--- src/rtl/tdm_rx_pkg.sv ---
package tdm_rx_pkg;
  localparam int unsigned SMP_W      = 16;
  localparam int unsigned FRAME_BITS = 256;
  localparam int unsigned OFF_W      = 8;
  localparam int unsigned SYNC_STG   = 2;

  // one synchronised bit-clock event with its data
  typedef struct packed {
    logic ev;  // chosen sampling edge seen this cycle
    logic fs;  // frame sync at that edge
    logic sd;  // serial data at that edge
  } bit_evt_t;
endpackage

--- src/rtl/tdm_rx_sync.sv ---
module tdm_rx_sync
  import tdm_rx_pkg::*;
#(
  parameter int unsigned STAGES = SYNC_STG
) (
  input  logic     clk,
  input  logic     rst_n,
  input  logic     bclk_i,
  input  logic     fsync_i,
  input  logic     sdata_i,
  input  logic     invert_i,
  output bit_evt_t evt_o
);
  // stage bits: [2]=bclk [1]=fsync [0]=sdata
  logic [2:0] stg_q [STAGES];
  logic [2:0] stg_n [STAGES];
  logic       bclk_d_q, bclk_d_n;
  logic       b_now;

  always_comb begin
    stg_n[0] = {bclk_i, fsync_i, sdata_i};
    for (int k = 1; k < int'(STAGES); k++) begin
      stg_n[k] = stg_q[k-1];
    end
  end

  assign b_now    = stg_q[STAGES-1][2];
  assign bclk_d_n = b_now;

  always_ff @(posedge clk or negedge rst_n) begin
    if (!rst_n) begin
      for (int k = 0; k < int'(STAGES); k++) begin
        stg_q[k] <= '0;
      end
      bclk_d_q <= 1'b0;
    end else begin
      for (int k = 0; k < int'(STAGES); k++) begin
        stg_q[k] <= stg_n[k];
      end
      bclk_d_q <= bclk_d_n;
    end
  end

  always_comb begin
    evt_o.ev = invert_i ? (!b_now && bclk_d_q) : (b_now && !bclk_d_q);
    evt_o.fs = stg_q[STAGES-1][1];
    evt_o.sd = stg_q[STAGES-1][0];
  end
endmodule

--- src/rtl/tdm_rx_framer.sv ---
module tdm_rx_framer
  import tdm_rx_pkg::*;
#(
  parameter int unsigned FBITS = FRAME_BITS,
  parameter int unsigned OW    = OFF_W,
  localparam int unsigned CW   = $clog2(FBITS)
) (
  input  logic          clk,
  input  logic          rst_n,
  input  bit_evt_t      evt_i,
  input  logic [OW-1:0] cfg_offset_i,
  output logic          fstart_o,
  output logic          bit_ok_o,
  output logic [CW:0]   bit_idx_o,
  output logic [OW-1:0] off_o,
  output logic          err_o
);
  logic          fs_prev_q, fs_prev_n;
  logic          locked_q, locked_n;
  logic          err_q, err_n;
  logic [CW-1:0] cnt_q, cnt_n;
  logic [OW-1:0] off_q, off_n;
  logic          fstart, timeout;

  assign fstart  = evt_i.ev && evt_i.fs && !fs_prev_q;
  assign timeout = evt_i.ev && !fstart && locked_q &&
                   (cnt_q == CW'(FBITS - 1));

  always_comb begin
    fs_prev_n = fs_prev_q;
    locked_n  = locked_q;
    err_n     = err_q;
    cnt_n     = cnt_q;
    off_n     = off_q;
    if (evt_i.ev) begin
      fs_prev_n = evt_i.fs;
    end
    if (fstart) begin
      cnt_n    = '0;
      locked_n = 1'b1;
      err_n    = 1'b0;
      off_n    = cfg_offset_i;
    end else if (timeout) begin
      locked_n = 1'b0;
      err_n    = 1'b1;
    end else if (evt_i.ev && locked_q) begin
      cnt_n = cnt_q + 1'b1;
    end
  end

  always_ff @(posedge clk or negedge rst_n) begin
    if (!rst_n) begin
      fs_prev_q <= 1'b0;
      locked_q  <= 1'b0;
      err_q     <= 1'b0;
      cnt_q     <= '0;
      off_q     <= '0;
    end else begin
      fs_prev_q <= fs_prev_n;
      locked_q  <= locked_n;
      err_q     <= err_n;
      cnt_q     <= cnt_n;
      off_q     <= off_n;
    end
  end

  assign fstart_o  = fstart;
  assign bit_ok_o  = fstart || (evt_i.ev && locked_q && !timeout);
  assign bit_idx_o = fstart ? '0 : ({1'b0, cnt_q} + 1'b1);
  assign off_o     = fstart ? cfg_offset_i : off_q;
  assign err_o     = err_q;
endmodule

--- src/rtl/tdm_rx_capture.sv ---
module tdm_rx_capture
  import tdm_rx_pkg::*;
#(
  parameter int unsigned SW  = SMP_W,
  parameter int unsigned OW  = OFF_W,
  parameter int unsigned CW  = $clog2(FRAME_BITS),
  localparam int unsigned IW = ((CW > OW) ? CW : OW) + 2
) (
  input  logic          clk,
  input  logic          rst_n,
  input  logic          bit_ok_i,
  input  logic [CW:0]   bit_idx_i,
  input  logic [OW-1:0] off_i,
  input  logic          sd_i,
  output logic [SW-1:0] smp_o,
  output logic          valid_o
);
  logic [SW-1:0] sh_q, sh_n;
  logic [SW-1:0] smp_q, smp_n;
  logic          vld_q, vld_n;
  logic [IW-1:0] lo, last, idx;
  logic          in_win, done;

  assign lo     = IW'(off_i);
  assign last   = lo + IW'(SW - 1);
  assign idx    = IW'(bit_idx_i);
  assign in_win = bit_ok_i && (idx >= lo) && (idx <= last);
  assign done   = in_win && (idx == last);

  always_comb begin
    sh_n  = in_win ? {sh_q[SW-2:0], sd_i} : sh_q;
    smp_n = done ? {sh_q[SW-2:0], sd_i} : smp_q;
    vld_n = done;
  end

  always_ff @(posedge clk or negedge rst_n) begin
    if (!rst_n) begin
      sh_q  <= '0;
      smp_q <= '0;
      vld_q <= 1'b0;
    end else begin
      sh_q  <= sh_n;
      smp_q <= smp_n;
      vld_q <= vld_n;
    end
  end

  assign smp_o   = smp_q;
  assign valid_o = vld_q;
endmodule

--- src/rtl/tdm_slot_rx.sv ---
module tdm_slot_rx
  import tdm_rx_pkg::*;
#(
  parameter int unsigned SW    = SMP_W,
  parameter int unsigned FBITS = FRAME_BITS,
  parameter int unsigned OW    = OFF_W,
  parameter int unsigned NSYNC = SYNC_STG,
  localparam int unsigned CW   = $clog2(FBITS)
) (
  input  logic          clk,
  input  logic          rst_n,
  input  logic          bclk_i,
  input  logic          fsync_i,
  input  logic          sdata_i,
  input  logic [OW-1:0] cfg_offset_i,
  input  logic          cfg_invert_i,
  output logic [SW-1:0] smp_o,
  output logic          smp_valid_o,
  output logic          frame_err_o
);
  bit_evt_t      evt;
  logic          fstart, bit_ok;
  logic [CW:0]   bit_idx;
  logic [OW-1:0] off_eff;

  tdm_rx_sync #(.STAGES(NSYNC)) u_sync (
    .clk      (clk),
    .rst_n    (rst_n),
    .bclk_i   (bclk_i),
    .fsync_i  (fsync_i),
    .sdata_i  (sdata_i),
    .invert_i (cfg_invert_i),
    .evt_o    (evt)
  );

  tdm_rx_framer #(.FBITS(FBITS), .OW(OW)) u_framer (
    .clk          (clk),
    .rst_n        (rst_n),
    .evt_i        (evt),
    .cfg_offset_i (cfg_offset_i),
    .fstart_o     (fstart),
    .bit_ok_o     (bit_ok),
    .bit_idx_o    (bit_idx),
    .off_o        (off_eff),
    .err_o        (frame_err_o)
  );

  tdm_rx_capture #(.SW(SW), .OW(OW), .CW(CW)) u_capture (
    .clk       (clk),
    .rst_n     (rst_n),
    .bit_ok_i  (bit_ok),
    .bit_idx_i (bit_idx),
    .off_i     (off_eff),
    .sd_i      (evt.sd),
    .smp_o     (smp_o),
    .valid_o   (smp_valid_o)
  );

  // strobe lasts one system clock
  a_r6_valid_single: assert property (@(posedge clk) disable iff (!rst_n)
    smp_valid_o |=> !smp_valid_o);

  // output word only moves with the strobe
  a_r6_data_hold: assert property (@(posedge clk) disable iff (!rst_n)
    !smp_valid_o |-> $stable(smp_o));

  // no word issued while the framing error is flagged
  a_r8_err_blocks_valid: assert property (@(posedge clk) disable iff (!rst_n)
    frame_err_o |-> !smp_valid_o);

  // a word completes only on a selected bit-clock edge
  a_r5_valid_on_edge: assert property (@(posedge clk) disable iff (!rst_n)
    smp_valid_o |-> $past(evt.ev));

  // frame start always lands on a sampling edge with sync high
  a_r2_start_on_edge: assert property (@(posedge clk) disable iff (!rst_n)
    fstart |-> (evt.ev && evt.fs));
endmodule

--- config.mk ---
export PLATFORM = sky130hd
export DESIGN_NAME = tdm_slot_rx
export DESIGN_NICKNAME = d
export VERILOG_FILES = /design/src/rtl/tdm_rx_pkg.sv /design/src/rtl/tdm_rx_sync.sv /design/src/rtl/tdm_rx_framer.sv /design/src/rtl/tdm_rx_capture.sv /design/src/rtl/tdm_slot_rx.sv
export SDC_FILE = /design/constraint.sdc
export NUM_CORES = 1
export LEC_CHECK = 0
export CAP_MARGIN = 25
export CORE_MARGIN = 5
export CORE_UTILIZATION = 50
export DETAILED_ROUTE_END_ITERATION = 8
export DONT_BUFFER_PORTS = 1
export RECOVER_POWER = 25
export SETUP_SLACK_MARGIN = 0.05
export SLEW_MARGIN = 5
export SYNTH_ARGS = -nofsm -noshare
export SYNTH_HDL_FRONTEND = slang
export SYNTH_SLANG_ARGS = --single-unit
--- constraint.sdc ---
create_clock -name clk -period 5.51 [get_ports clk]
set_clock_uncertainty 0.15 [all_clocks]
set_input_delay 0.2755 -clock clk [delete_from_list [all_inputs] [get_ports clk]]
set_output_delay 0.2755 -clock clk [all_outputs]
set_load 0.02 [all_outputs]
Yosys cells after proc, flatten, opt, wreduce, memory -nomap -nowiden. Index checks and enable logic that the tools add are counted.

Input bits: 14. Output and inout port bits: 18. Word-level logic and storage cells: 50. Flip-flop bits (word level): 58.

Add/subtract/negate cells: 3. Reductions and logical operators: 21. Order comparisons: 2. Equality and inequality tests: 3. Multiplexer cells: 10.

Operator list (count): $mux 8 (4); $logic_and 1x1->1 (12); $eq 9x10->1 (1); $le 9x10->1 (1); $add 8x1->9 const B (1); $add 8x4->9 const B (1); $ge 9x8->1 (1); $mux 9 (1); $add 8x1->8 const B (1); $eq 8x8->1 const B (1); $logic_not 1->1 (5); $mux 1 (5); $reduce_bool 2->1 (2); $ne 2x1->1 const B (1); $reduce_and 2->1 (1); $logic_or 1x1->1 (1).

Logic depth before layout (Yosys ltp). Gate-level depths: netlist (run 1).

Word-level depth: 15. Mapped depth: 16. Mapped depth without buffers: 14.

Hierarchy. From an unflattened synthesis (run 1), not the netlist that was laid out.

Cells, all modules: 244. Area, all modules: 2940.3 um2.

Modules (own cells, without submodules): tdm_rx_capture (area each 1725.4 um2, seq. area each 800.8 um2, times used 1, cells each 131); tdm_rx_framer (area each 1017.2 um2, seq. area each 475.5 um2, times used 1, cells each 103); tdm_rx_sync (area each 197.7 um2, seq. area each 175.2 um2, times used 1, cells each 10).

Worst setup path after synthesis (run 1). OpenSTA, ideal clock, no wires.

Path kind: register to register. Start: register u_sync.bclk_d_q. End: register u_capture.sh_q[10]. Data required time: 5.235 ns. Period minus slack after synthesis: 4.221 ns. Arrival: 3.946 ns. Path buffers: 2. Cell stages (with the launch flop): 17. Path slack: 1.289 ns. Library setup time: 0.125 ns. Path through: dfrtp_1 -> or3b_4 -> a21bo_1 -> buf_1 -> mux2i_1 -> ha_1 -> nor3b_1 -> mux2i_1 -> a21boi_0 -> xnor2_1 -> ha_1 -> a21o_1 -> a21oi_1 -> o2111ai_1 -> a211oi_4 -> buf_8 -> mux2_4.

Word-level cells in the longest chain between the ends: 14. Elaborated cells on any way between the ends: 21. Classes of those cells: add/sub (1); order compare (2); mux (3); reduce/logical (15).

Ends and longest elaborated chain: start: declaration (line tdm_rx_sync.sv:17) `logic bclk_d_q, bclk_d_n;`; start signal: assignment (line tdm_rx_sync.sv:40) `bclk_d_q <= bclk_d_n;`; $logic_not 1->1 (line tdm_rx_sync.sv:45) `evt_o.ev = invert_i ? (!b_now && bclk_d_q) : (b_now && !bclk_d_q);`; $logic_and 1x1->1 (line tdm_rx_sync.sv:45); $mux 1 * (line tdm_rx_sync.sv:45); parallel branches: the longest is 10 deep, another holds $le 9x10->1; $logic_and 1x1->1 * (line tdm_rx_capture.sv:27) `assign in_win = bit_ok_i && (idx >= lo) && (idx <= last);`; end signal: assignment (line tdm_rx_capture.sv:42) `sh_q <= sh_n;`; end: declaration (line tdm_rx_capture.sv:18) `logic [SW-1:0] sh_q, sh_n;`.

Every way passes the cells marked *. A chain may end at the register's enable or synchronous reset.

Worst setup path after layout (run 1).
Start: register u_sync.bclk_d_q. End: register u_capture.sh_q[4].

Same word-level chain as after synthesis.

==> results of run 1 <==
worst max path at each step:
stage / endpoint / slack (ns) / cells past startpoint
floorplan: u_capture.sh_q[10]$_DFFE_PN0P_ / 1.29 / 16
global placement: u_capture.sh_q[4]$_DFFE_PN0P_ / 1.25 / 16
detailed placement: u_capture.sh_q[4]$_DFFE_PN0P_ / 1.09 / 16
CTS: u_capture.sh_q[4]$_DFFE_PN0P_ / 1.06 / 16
global route: u_capture.sh_q[4]$_DFFE_PN0P_ / 0.73 / 16
finish: u_capture.sh_q[4]$_DFFE_PN0P_ / 1.06 / 16
sequential cells by signal, indices dropped and copies added (netlist names):
name,cells
u_sync.bclk_d_q,1
u_framer.fs_prev_q,1
u_capture.valid_o,1
u_sync.stg_n,3
u_framer.off_q,8
u_framer.locked_q,1
u_framer.cnt_q,8
u_sync.b_now,1
u_capture.sh_q,15
u_framer.err_o,1
u_sync.evt_o,2
u_capture.smp_o,16
critical path, delay by kind of cell, from the launching register on:
kind	cells	cell delay, ns
adder cells (fa/ha/maj)	2	0.44
AND/OR/NAND/NOR	2	0.58
XOR/XNOR	1	0.11
flip-flops	1	0.42
AO/OA/AOI/OAI	6	1.31
buffers and inverters	2	0.48
multiplexers	3	0.81
logic make-up (layout without fill, tap and decap cells):
logic type | count (synthesis) | after routing | synth area share, %
XOR/XNOR | 12 | 12 | 3.46
buffers and inverters | 17 | 40 | 3.09
AND/OR/NAND/NOR | 61 | 61 | 11.0
AO/OA/AOI/OAI | 26 | 26 | 6.93
adder cells (fa/ha/maj) | 19 | 19 | 7.83
multiplexers | 48 | 48 | 19.8
flip-flops | 58 | 58 | 47.8
per-layer routing:
metal | routed length, um | vias up | global-route usage [%]
li1 | - | 895 | -
met1 | 2620 | 868 | 22.3
met2 | 2370 | 35 | 22.7
met3 | 281 | 11 | 4.70
met4 | 134 | 0 | 8.79
met5 | 0 | - | 0
synthesized netlist by cell type, drive strengths merged:
master	instances	area, um^2
a211o	1	8.76
a211oi	2	27.5
a21bo	1	10.0
a21boi	3	37.5
a21o	1	7.51
a21oi	9	56.3
a221oi	1	8.76
a41oi	1	8.76
and2	2	12.5
and3	1	6.26
and4	1	8.76
buf	4	45.0
clkbuf	2	7.51
dfrtp	58	1450
ha	19	238
inv	11	41.3
mux2	37	492
mux2i	11	110
nand2	12	45.0
nand2b	3	18.8
nand3	12	60.1
nand3b	1	7.51
nand4	1	6.26
nor2	9	33.8
nor2b	2	12.5
nor3	7	35.0
nor3b	4	41.3
nor4	2	12.5
nor4bb	1	10.0
o2111ai	1	8.76
o211ai	1	7.51
o21ai	3	15.0
o22ai	1	6.26
o31ai	1	7.51
or2b	1	7.51
or3	1	6.26
or3b	1	11.3
xnor2	7	61.3
xor2	5	43.8
layout make-up:
class,instances,area [um^2],area share (%)
clock buffers,9,124,3.65
multi-input cells,166,1490,43.9
clock inverters,7,77.6,2.29
repair buffers,13,114,3.36
flip-flops and latches,58,1450,42.8
inverters,11,41.3,1.22
well taps,75,93.8,2.77
report_power, final:
group / switching [mW] / internal (mW) / leakage, nW
Sequential: 0.0485 / 0.479 / 0.762
Clock: 0.184 / 0.212 / 0.0998
Combinational: 0.234 / 0.184 / 0.781
metrics by stage:
| step | cells | power (mW) | setup slack (ns) | utilization, % | instance area (um^2) |
|---|---|---|---|---|---|
| after floorplan | 241 | 0.853 | 1.29 | - | 3040 |
| after global placement | 314 | 0.936 | 1.25 | 52.5 | 3110 |
| after detailed placement | 314 | 0.946 | 1.09 | 52.5 | 3110 |
| after CTS | 339 | 1.36 | 1.06 | 57.7 | 3420 |
| after global routing | 339 | 1.45 | 0.728 | 57.3 | 3390 |
| final | 339 | 1.34 | 1.06 | 57.3 | 3390 |
timing repair:
action	CTS	global route
hold buffers	9	0
endpoints found under the hold margin	65	0
endpoints found under the setup margin	0	0
==> results.md, run 1 <==
Global route
- **initial antenna violation count** 0
- **pin count of the biggest net entering global routing** 59
- **number of global-route vias before repair** 1897
- **total congestion overflow after global routing** 0
- **All-Layer GR Usage** 16.1%
- **global-route wire length before repair** 9380 um

Worst setup path
- **slowest stage cell on the critical path** or3b_4
- **max incr delay on CP** 0.44 ns
- **element type at the critical path start** flop
- **category of the most critical setup path** flop to flop
- **critical register-to-register path endpoint** u_capture.sh_q[4]$_DFFE_PN0P_
- **Critical Path, Cell by Cell** or3b_4, a21bo_1, buf_4, mux2i_1, ha_1, nor3b_1, mux2i_1, a21boi_0, xnor2_1, ha_1, a21o_1, a21oi_1, o2111ai_1, a211oi_4, buf_4, mux2_2
- **launch instance of the worst register-to-register path** u_sync.bclk_d_q$_DFF_PN0_
- **cells on worst reg2reg path** 16
- **reg-to-reg setup timing slack** 1.06 ns
- **sort of element at the end of the critical path** flop
- **Worst setup startpoint** u_sync.bclk_d_q$_DFF_PN0_
- **arrival time reported for the critical path endpoint** 4.52 ns
- **Max Fanout on Critical Path** 15
- **Worst EP required** 5.58 ns

Synthesis
- **total standard cell area after synthesis** 3040 um^2
- **number of warning messages in the yosys log** 0
- **count of distinct cell types in the synthesized netlist** 48
- **register bit count reported by yosys** 58
- **cell count after synthesis** 241
- **Avg Inst Size Synth** 12.6 um^2
- **register area share after synthesis** 47.8%
- **syn nets** 274

Status
- **violations in the final reports** capacitance limit, slew limit
- **status** complete, but fails checks

Timing
- **pins over their slew limit** 59
- **total negative slack for setup checks** 0 ns
- **highest clock frequency the design can meet** 225 MHz
- **unrepaired setup endpoints after global routing** false
- **tightest slew margin relative to the limit** -103%
- **period utilisation layout** 80.7%
- **endpoints failing hold** 0
- **endpoints failing setup** 0
- **Worst Hold Margin** 0.0235 ns
- **Min Clock Period, post-route** 4.45 ns
- **actual slew at the worst max-slew pin** 3.05 ns

Clock tree
- **cells resized by post-CTS repair** 0
- **number of buffers inserted to repair setup after CTS** 0
- **CTS buffer count** 9
- **clk sink count** 58
- **clk_lat worst skew** 0.34 ns
- **deepest level of the CTS H-tree** 3
- **TritonCTS clock tree** yes
- **clock slew seen by the registers of the worst setup and hold paths** 0.07 ns
- **CTS root buf** clkbuf_8
- **buffer levels on the longest clock path** 2

Drt
- **number of detailed-route iterations in the first pass** 4
- **DRC violations left** 0
- **final wirelength** 5400 um
- **routed vias** 1809
- **average routed wire per standard cell** 15.9 um
- **antenna-violating nets left** 0
- **detailed-route vias per instance** 5.34
- **initial detailed-routing violation count** 53

Floorplan
- **number of top-level design ports** 32
- **die height** 87.9 um
- **Std-Cell Rows** 28
- **Core Footprint** 5920 um^2
- **Starting Density** 51.3%
- **chip width** 87.9 um
- **overall die area** 7730 um^2

Flow run
- **Max-Cap Viols** 1

Cells and area
- **n_diodes** 0
- **highest-count cells in the layout ignoring fill and taps** 58 x dfrtp_1, 20 x mux2_4, 19 x ha_1, 17 x mux2_2
- **most common library cell in the layout ignoring fill and taps** dfrtp_1
- **layout-stage area growth over the synthesis result** 11.7%
- **post-layout net count** 292
- **ratio of cells with drive above 1 in the final layout** 23.9%
- **count of filler cells inserted in the layout** 492

Worst hold path
- **hold depth** 2
- **Min-Delay Endpoint** u_framer.off_q[3]$_DFF_PN0_
- **path type of the worst min-delay path** input pin to flop
- **source of the worst hold timing path** cfg_offset_i[3]

Power and ir drop
- **pwr/cell area** 395 nW/um^2
- **P_leak** 1.64 nW
- **peak ir drop on the vdd network** 0.000207 V

Placed design
- **final weighted congestion in routability-driven placement** 0.774
- **HPWL after DPL** 3730 um
- **count of input and output buffers** 0

Note: power is estimated with default switching activity, not from simulation.
==> run 2, diff against run 1 <==
--- a/config.mk
+++ b/config.mk
@@ -5,11 +5,13 @@
 export SDC_FILE = /design/constraint.sdc
 export NUM_CORES = 1
 export LEC_CHECK = 0
+export ABC_AREA = 1
 export CAP_MARGIN = 25
 export CORE_MARGIN = 5
 export CORE_UTILIZATION = 50
 export DETAILED_ROUTE_END_ITERATION = 8
 export DONT_BUFFER_PORTS = 1
+export PLACE_DENSITY = 0.68
 export RECOVER_POWER = 25
 export SETUP_SLACK_MARGIN = 0.05
 export SLEW_MARGIN = 5
==> constraint.sdc (replaced) <==
create_clock -name clk -period 3.58 [get_ports clk]
set_clock_uncertainty 0.15 [all_clocks]
set_input_delay 0.179 -clock clk [delete_from_list [all_inputs] [get_ports clk]]
set_output_delay 0.179 -clock clk [all_outputs]
set_load 0.02 [all_outputs]
==> results.md, run 2 <==
Floorplan
- **Std-Cell Rows** 28
- **overall die area** 7800 um^2
- **number of top-level design ports** 32
- **die height** 88.3 um
- **Core Footprint** 5960 um^2
- **chip width** 88.3 um
- **Starting Density** 51.5%

Worst setup path
- **Worst EP required** 3.63 ns
- **sort of element at the end of the critical path** flop
- **slowest stage cell on the critical path** dfrtp_1
- **number of logic stages on the critical path including buffering** 19
- **element type at the critical path start** flop
- **launch instance of the worst register-to-register path** u_sync.b_now$_DFF_PN0_
- **capturing element of the worst setup path** u_capture.sh_q[14]$_DFFE_PN0P_
- **reg-to-reg setup timing slack** 0.37 ns
- **Max Fanout on Critical Path** 15
- **category of the most critical setup path** flop to flop
- **critical register-to-register path endpoint** u_capture.sh_q[14]$_DFFE_PN0P_
- **Top delay family on crit path** simple AND/OR/NAND/NOR gates
- **cell type with the highest occurrence count on the critical path** nand2_1
- **arrival time reported for the critical path endpoint** 3.26 ns
- **Critical Path, Cell by Cell** inv_1, nand2_1, nand2_1, nand4_2, buf_4, o21ai_2, nand2_1, nor2_2, nand2_1, nand2_1, nand2_1, ha_1, a21o_1, a21oi_1, nand3_1, nand2_2, nand3_4, nand2_1, o21ai_0
- **Worst setup startpoint** u_sync.b_now$_DFF_PN0_
- **max incr delay on CP** 0.39 ns
- **cells on worst reg2reg path** 19
- **critical path buffer and inverter count** 2

Timing
- **total negative slack for setup checks** 0 ns
- **Final WS setup** 0.366 ns
- **Min Clock Period, post-route** 3.21 ns
- **pins over their slew limit** 59
- **highest clock frequency the design can meet** 311 MHz
- **tightest slew margin relative to the limit** -63.9%
- **unrepaired setup endpoints after global routing** false
- **endpoints failing hold** 0
- **endpoints failing setup** 0
- **period utilisation layout** 89.8%
- **actual slew at the worst max-slew pin** 2.46 ns

Cells and area
- **post-layout net count** 390
- **final design instance area without fill** 3440 um^2
- **most common library cell in the layout ignoring fill and taps** nand2_1
- **share of the core filled with cells in the final layout** 57.7%
- **ratio of cells with drive above 1 in the final layout** 19.3%
- **flip-flop count of the largest register after layout** 16
- **highest-count cells in the layout ignoring fill and taps** 74 x nand2_1, 58 x dfrtp_1, 56 x inv_1, 24 x o21ai_0
- **footprint of the flip-flops and latches** 1450 um^2
- **area taken by multi-input logic gates** 1340 um^2
- **layout-stage area growth over the synthesis result** 12.1%
- **n_diodes** 0
- **count of filler cells inserted in the layout** 538

Power and ir drop
- **switching power** 0.719 mW
- **register share of total power** 38.7%
- **P_leak** 1.73 nW
- **pwr/cell area** 593 nW/um^2
- **Pint** 1.32 mW
- **peak ir drop on the vdd network** 0.000371 V
- **fraction of power spent switching nets** 35.3%
- **Comb power frac** 30.9%
- **Clock power frac** 30.4%

Synthesis
- **cell type contributing the most total cell area after synthesis** dfrtp_1
- **fraction of the mapped netlist area in compound gates** 12.0%
- **Post-Synth Adder-Cell Area** 7.76%
- **main combinational cell family by area after synthesis** simple AND/OR/NAND/NOR gates
- **most used flip-flop cell after synthesis** dfrtp_1
- **count of distinct cell types in the synthesized netlist** 33
- **count of flip-flops with a built-in enable after synthesis** 0
- **number of warning messages in the yosys log** 0
- **share of synthesized cell area in and, or, nand and nor gates** 22.0%
- **total standard cell area after synthesis** 3070 um^2
- **Avg Inst Size Synth** 8.99 um^2
- **mux cell area share after synthesis** 0%
- **register bit count reported by yosys** 58
- **xor/xnor share of the synthesized area** 0.857%
- **register area share after synthesis** 47.3%
- **Async SR Flop Fraction** 100%
- **commonest cells in the synthesized netlist** 75 x nand2_1, 58 x dfrtp_1, 56 x inv_1
- **syn nets** 374
- **post-synth top area share** 47.3%
- **cell count after synthesis** 341
- **most area-consuming cells after synthesis** dfrtp_1 47%, nand2_1 9.2%, ha_1 7.8%
- **cell with the most instances after synthesis** nand2_1

Global route
- **total congestion overflow after global routing** 0
- **number of global-route vias before repair** 2140
- **initial antenna violation count** 0
- **All-Layer GR Usage** 15.7%
- **global-route wire length before repair** 9580 um
- **pin count of the biggest net entering global routing** 59

Clock tree
- **CTS root buf** clkbuf_8
- **clk sink count** 58
- **TritonCTS clock tree** yes
- **buffer levels on the longest clock path** 2
- **deepest level of the CTS H-tree** 3
- **clock slew seen by the registers of the worst setup and hold paths** 0.07 ns
- **clk_lat worst skew** 0.33 ns
- **CTS buffer count** 9

Drt
- **final wirelength** 5580 um
- **detailed-route vias per instance** 4.92
- **routed vias** 2149
- **number of detailed-route iterations in the first pass** 4
- **initial detailed-routing violation count** 107
- **DRC violations left** 0
- **average routed wire per standard cell** 12.8 um
- **antenna-violating nets left** 0

Placed design
- **final weighted congestion in routability-driven placement** 0.815
- **count of input and output buffers** 0
- **HPWL after DPL** 3830 um
- **Post-Place Setup Slack** 0.172 ns
- **area post-placement** 3100 um^2

Status
- **violations in the final reports** capacitance limit, slew limit
- **status** complete, but fails checks

Flow run
- **Max-Cap Viols** 1

Worst hold path
- **path type of the worst min-delay path** input pin to flop

-- run 2: cell types whose count changed in the layout (fill, tap and decap cells not counted), moves of 5 or more --
cell | previous run | this run
inv_1 | 11 | 56
mux2_2 | 17 | 0
mux2_4 | 20 | 0
mux2i_1 | 11 | 0
nand2_1 | 12 | 74
nand2_2 | 0 | 19
nand3_1 | 12 | 17
o21ai_0 | 3 | 24
o21ai_2 | 0 | 17
xnor2_1 | 7 | 0
-- run 2: layout make-up --
type                    instances  share of cell area [%]
clock buffers                  12                    4.51
well taps                      75                    2.73
multi-input cells             218                    38.9
flip-flops and latches         58                    42.2
inverters                      57                    6.22
clock inverters                 4                    1.46
repair buffers                 13                    3.93
-- run 2: worst min-delay path: cells and delay by family --
| family | cells | cell delay, ns |
|---|---|---|
| AND/OR/NAND/NOR | 2 | 0.19 |
| buffers and inverters | 2 | 0.11 |
-- run 2: stage by stage --
stage / std cells / power [mW] / hold slack, ns
global route: 437 / 2.21 / 0.0649
detailed placement: 410 / 1.39 / -0.265
global placement: 410 / 1.38 / -0.265
CTS: 435 / 2.04 / 0.0402
floorplan: 341 / 1.27 / -0.267
finish: 437 / 2.04 / 0.0455
-- run 2: worst min-delay path by stage --
stage / from / endpoint / depth (start not counted)
floorplan: rst_n / u_capture.sh_q[0]$_DFFE_PN0P_ / 0
global placement: rst_n / u_framer.off_q[6]$_DFF_PN0_ / 0
detailed placement: rst_n / u_framer.off_q[6]$_DFF_PN0_ / 0
CTS: cfg_offset_i[1] / u_framer.off_q[1]$_DFF_PN0_ / 4
global route: cfg_offset_i[3] / u_framer.off_q[3]$_DFF_PN0_ / 4
finish: cfg_offset_i[1] / u_framer.off_q[1]$_DFF_PN0_ / 4
-- run 2: cell families after synthesis --
kind of cell / after synthesis
AND/OR/NAND/NOR: 138
buffers and inverters: 66
flip-flops: 58
AO/OA/AOI/OAI: 57
adder cells (fa/ha/maj): 19
XOR/XNOR: 3
-- run 2: power groups by stage --
| stage | clock network (mW) | registers [mW] | logic [mW] |
|---|---|---|---|
| 5_1_grt | 0.662 | 0.799 | 0.749 |
| 2_1_floorplan | 0 | 0.787 | 0.485 |
| 3_3_place_gp | 0 | 0.799 | 0.581 |
| 3_5_place_dp | 0 | 0.798 | 0.594 |
| 4_1_cts | 0.632 | 0.788 | 0.623 |
| 6_report | 0.619 | 0.789 | 0.629 |
-- run 2: repair_timing --
action | CTS | global route
hold buffers | 9 | 0
setup endpoints to repair | 0 | 26
resized for setup | 0 | 4
hold endpoints to repair | 65 | 0
setup buffers | 0 | 1
-- run 2: per-layer routing --
metal	global-route usage [%]	vias to the layer above	wire [um]
li1	-	1115	-
met1	20.9	995	2640
met2	24.9	32	2590
met3	4.75	7	275
met4	4.95	0	66
met5	0	-	0
==> run 3, diff against run 2 <==
--- a/config.mk
+++ b/config.mk
@@ -8,10 +8,9 @@
 export ABC_AREA = 1
 export CAP_MARGIN = 25
 export CORE_MARGIN = 5
-export CORE_UTILIZATION = 50
+export CORE_UTILIZATION = 30
 export DETAILED_ROUTE_END_ITERATION = 8
 export DONT_BUFFER_PORTS = 1
-export PLACE_DENSITY = 0.68
 export RECOVER_POWER = 25
 export SETUP_SLACK_MARGIN = 0.05
 export SLEW_MARGIN = 5
==> results.md, run 3 (synthesis gave the netlist of run 2 again) <==
Worst setup path
- **cell type with the highest occurrence count on the critical path** nand2_1
- **arrival time reported for the critical path endpoint** 3.23 ns
- **Max Fanout on Critical Path** 30
- **category of the most critical setup path** flop to flop
- **Critical Path, Cell by Cell** inv_1, nand2_1, nand2_1, nand4_2, buf_4, o21ai_2, nand2_1, nor2_2, nand2_1, nand2_1, nand2_1, ha_1, a21o_1, a21oi_1, nand3_1, nand2_1, nand3_4, nand2_1, o21ai_0
- **slowest stage cell on the critical path** dfrtp_1
- **max incr delay on CP** 0.39 ns
- **sort of element at the end of the critical path** flop
- **Worst EP required** 3.64 ns
- **element type at the critical path start** flop

Placed design
- **HPWL after DPL** 4030 um
- **count of input and output buffers** 0
- **final weighted congestion in routability-driven placement** 0.792
- **area post-placement** 3180 um^2

Drt
- **routed vias** 2143
- **detailed-route vias per instance** 4.29
- **initial detailed-routing violation count** 105
- **number of detailed-route iterations in the first pass** 4
- **final wirelength** 5680 um
- **average routed wire per standard cell** 11.4 um
- **DRC violations left** 0
- **antenna-violating nets left** 0

Cells and area
- **most common library cell in the layout ignoring fill and taps** nand2_1
- **final design instance area without fill** 3470 um^2
- **ratio of cells with drive above 1 in the final layout** 19.3%
- **post-layout net count** 391
- **highest-count cells in the layout ignoring fill and taps** 75 x nand2_1, 58 x dfrtp_1, 56 x inv_1, 24 x o21ai_0, 19 x ha_1
- **layout-stage area growth over the synthesis result** 13.1%
- **n_diodes** 0
- **flip-flop count of the largest register after layout** 16

Clock tree
- **buffer levels on the longest clock path** 2
- **clk sink count** 58
- **clock slew seen by the registers of the worst setup and hold paths** 0.07 ns
- **CTS buffer count** 9
- **TritonCTS clock tree** yes
- **clk_lat worst skew** 0.34 ns
- **deepest level of the CTS H-tree** 3
- **CTS root buf** clkbuf_8

Global route
- **pin count of the biggest net entering global routing** 59
- **total congestion overflow after global routing** 0
- **All-Layer GR Usage** 10.2%
- **number of global-route vias before repair** 2190
- **initial antenna violation count** 0
- **global-route wire length before repair** 10200 um

Power and ir drop
- **peak ir drop on the vdd network** 0.000220 V
- **P_leak** 1.72 nW
- **pwr/cell area** 567 nW/um^2
- **power consumption** 1.96 mW

Floorplan
- **Starting Density** 30.2%
- **Core Footprint** 10100 um^2
- **chip width** 111 um
- **Std-Cell Rows** 37
- **die height** 111 um
- **number of top-level design ports** 32
- **overall die area** 12300 um^2

Timing
- **tightest slew margin relative to the limit** 3.92%
- **Worst Hold Margin** 0.0326 ns
- **Min Clock Period, post-route** 3.17 ns
- **endpoints failing setup** 0
- **pins over their slew limit** 0
- **total negative slack for setup checks** 0 ns
- **highest clock frequency the design can meet** 316 MHz
- **actual slew at the worst max-slew pin** 1.44 ns
- **endpoints failing hold** 0
- **period utilisation layout** 88.4%
- **unrepaired setup endpoints after global routing** true

Status
- **status** complete, no violations

Flow run
- **Max-Cap Viols** 0

Worst hold path
- **path type of the worst min-delay path** input pin to flop

==> run 3: cell count changes in the layout (fill, tap and decap cells not counted), sizes merged <==
cell	change
dlymetal6s4s	-1
clkbuf	-1
dlygate4sd3	+1
buf	+1
bufinv	-1
nand3	-1
clkinv	+3
==> run 3: final timing paths <==
check | startpoint | to | slack, ns | cells past startpoint
hold reg to reg | u_sync.stg_n[2]$_DFF_PN0_ | u_sync.b_now$_DFF_PN0_ | 0.20 | 0
hold / removal | cfg_offset_i[3] | u_framer.off_q[3]$_DFF_PN0_ | 0.03 | 4
setup / recovery | u_sync.b_now$_DFF_PN0_ | u_capture.sh_q[13]$_DFFE_PN0P_ | 0.41 | 19
setup reg to reg | u_sync.b_now$_DFF_PN0_ | u_capture.sh_q[13]$_DFFE_PN0P_ | 0.41 | 19
min in group asynchronous | rst_n | u_framer.cnt_q[7]$_DFFE_PN0P_ | 0.59 | 2
max in group asynchronous | rst_n | u_framer.off_q[3]$_DFF_PN0_ | 1.82 | 2
==> run 3: area by class of cell <==
class,instances,area [um^2]
clock buffers,10,138
clock inverters,6,42.5
fillers,1052,6670
inverters,57,214
multi-input cells,217,1320
flip-flops and latches,58,1450
well taps,136,170
repair buffers,15,136
==> run 3: metrics by stage <==
stage	cells	setup WS, ns	utilization (%)
3_3_place_gp	473	0.289	31.4
4_1_cts	499	0.193	34.3
3_5_place_dp	473	0.223	31.4
2_1_floorplan	341	0.674	-
6_report	499	0.414	34.2
5_1_grt	499	0.0197	34.2
==> run 3: repair_timing <==
item	CTS	global route
hold endpoints to repair	66	0
endpoints found under the setup margin	0	24
setup buffers	0	0
gates resized for setup	0	2
hold buffers	10	0
==> run 3: critical path, delay by kind of cell (launching register included) <==
kind,cells,cell delay (ns)
buffers and inverters,2,0.27
DFF,1,0.39
and+or+nand+nor,12,1.28
adders and majority gates,1,0.28
AOI/OAI and AO/OA,4,0.67
==> run 3: metal layers <==
metal  wire length (um)  GRT usage, %  vias to the layer above
met3                270          3.38                       11
met2               2620          16.5                       35
met1               2670          12.5                      985
met4                112          4.14                        0
met5                  0             0                        -
li1                   -             -                     1112
==> run 3: report_power, final <==
part / switching (mW) / leakage (nW) / internal (mW)
clock: 0.276 / 0.0882 / 0.269
combinational: 0.399 / 0.873 / 0.234
sequential: 0.0489 / 0.755 / 0.737
total: 0.724 / 1.72 / 1.24
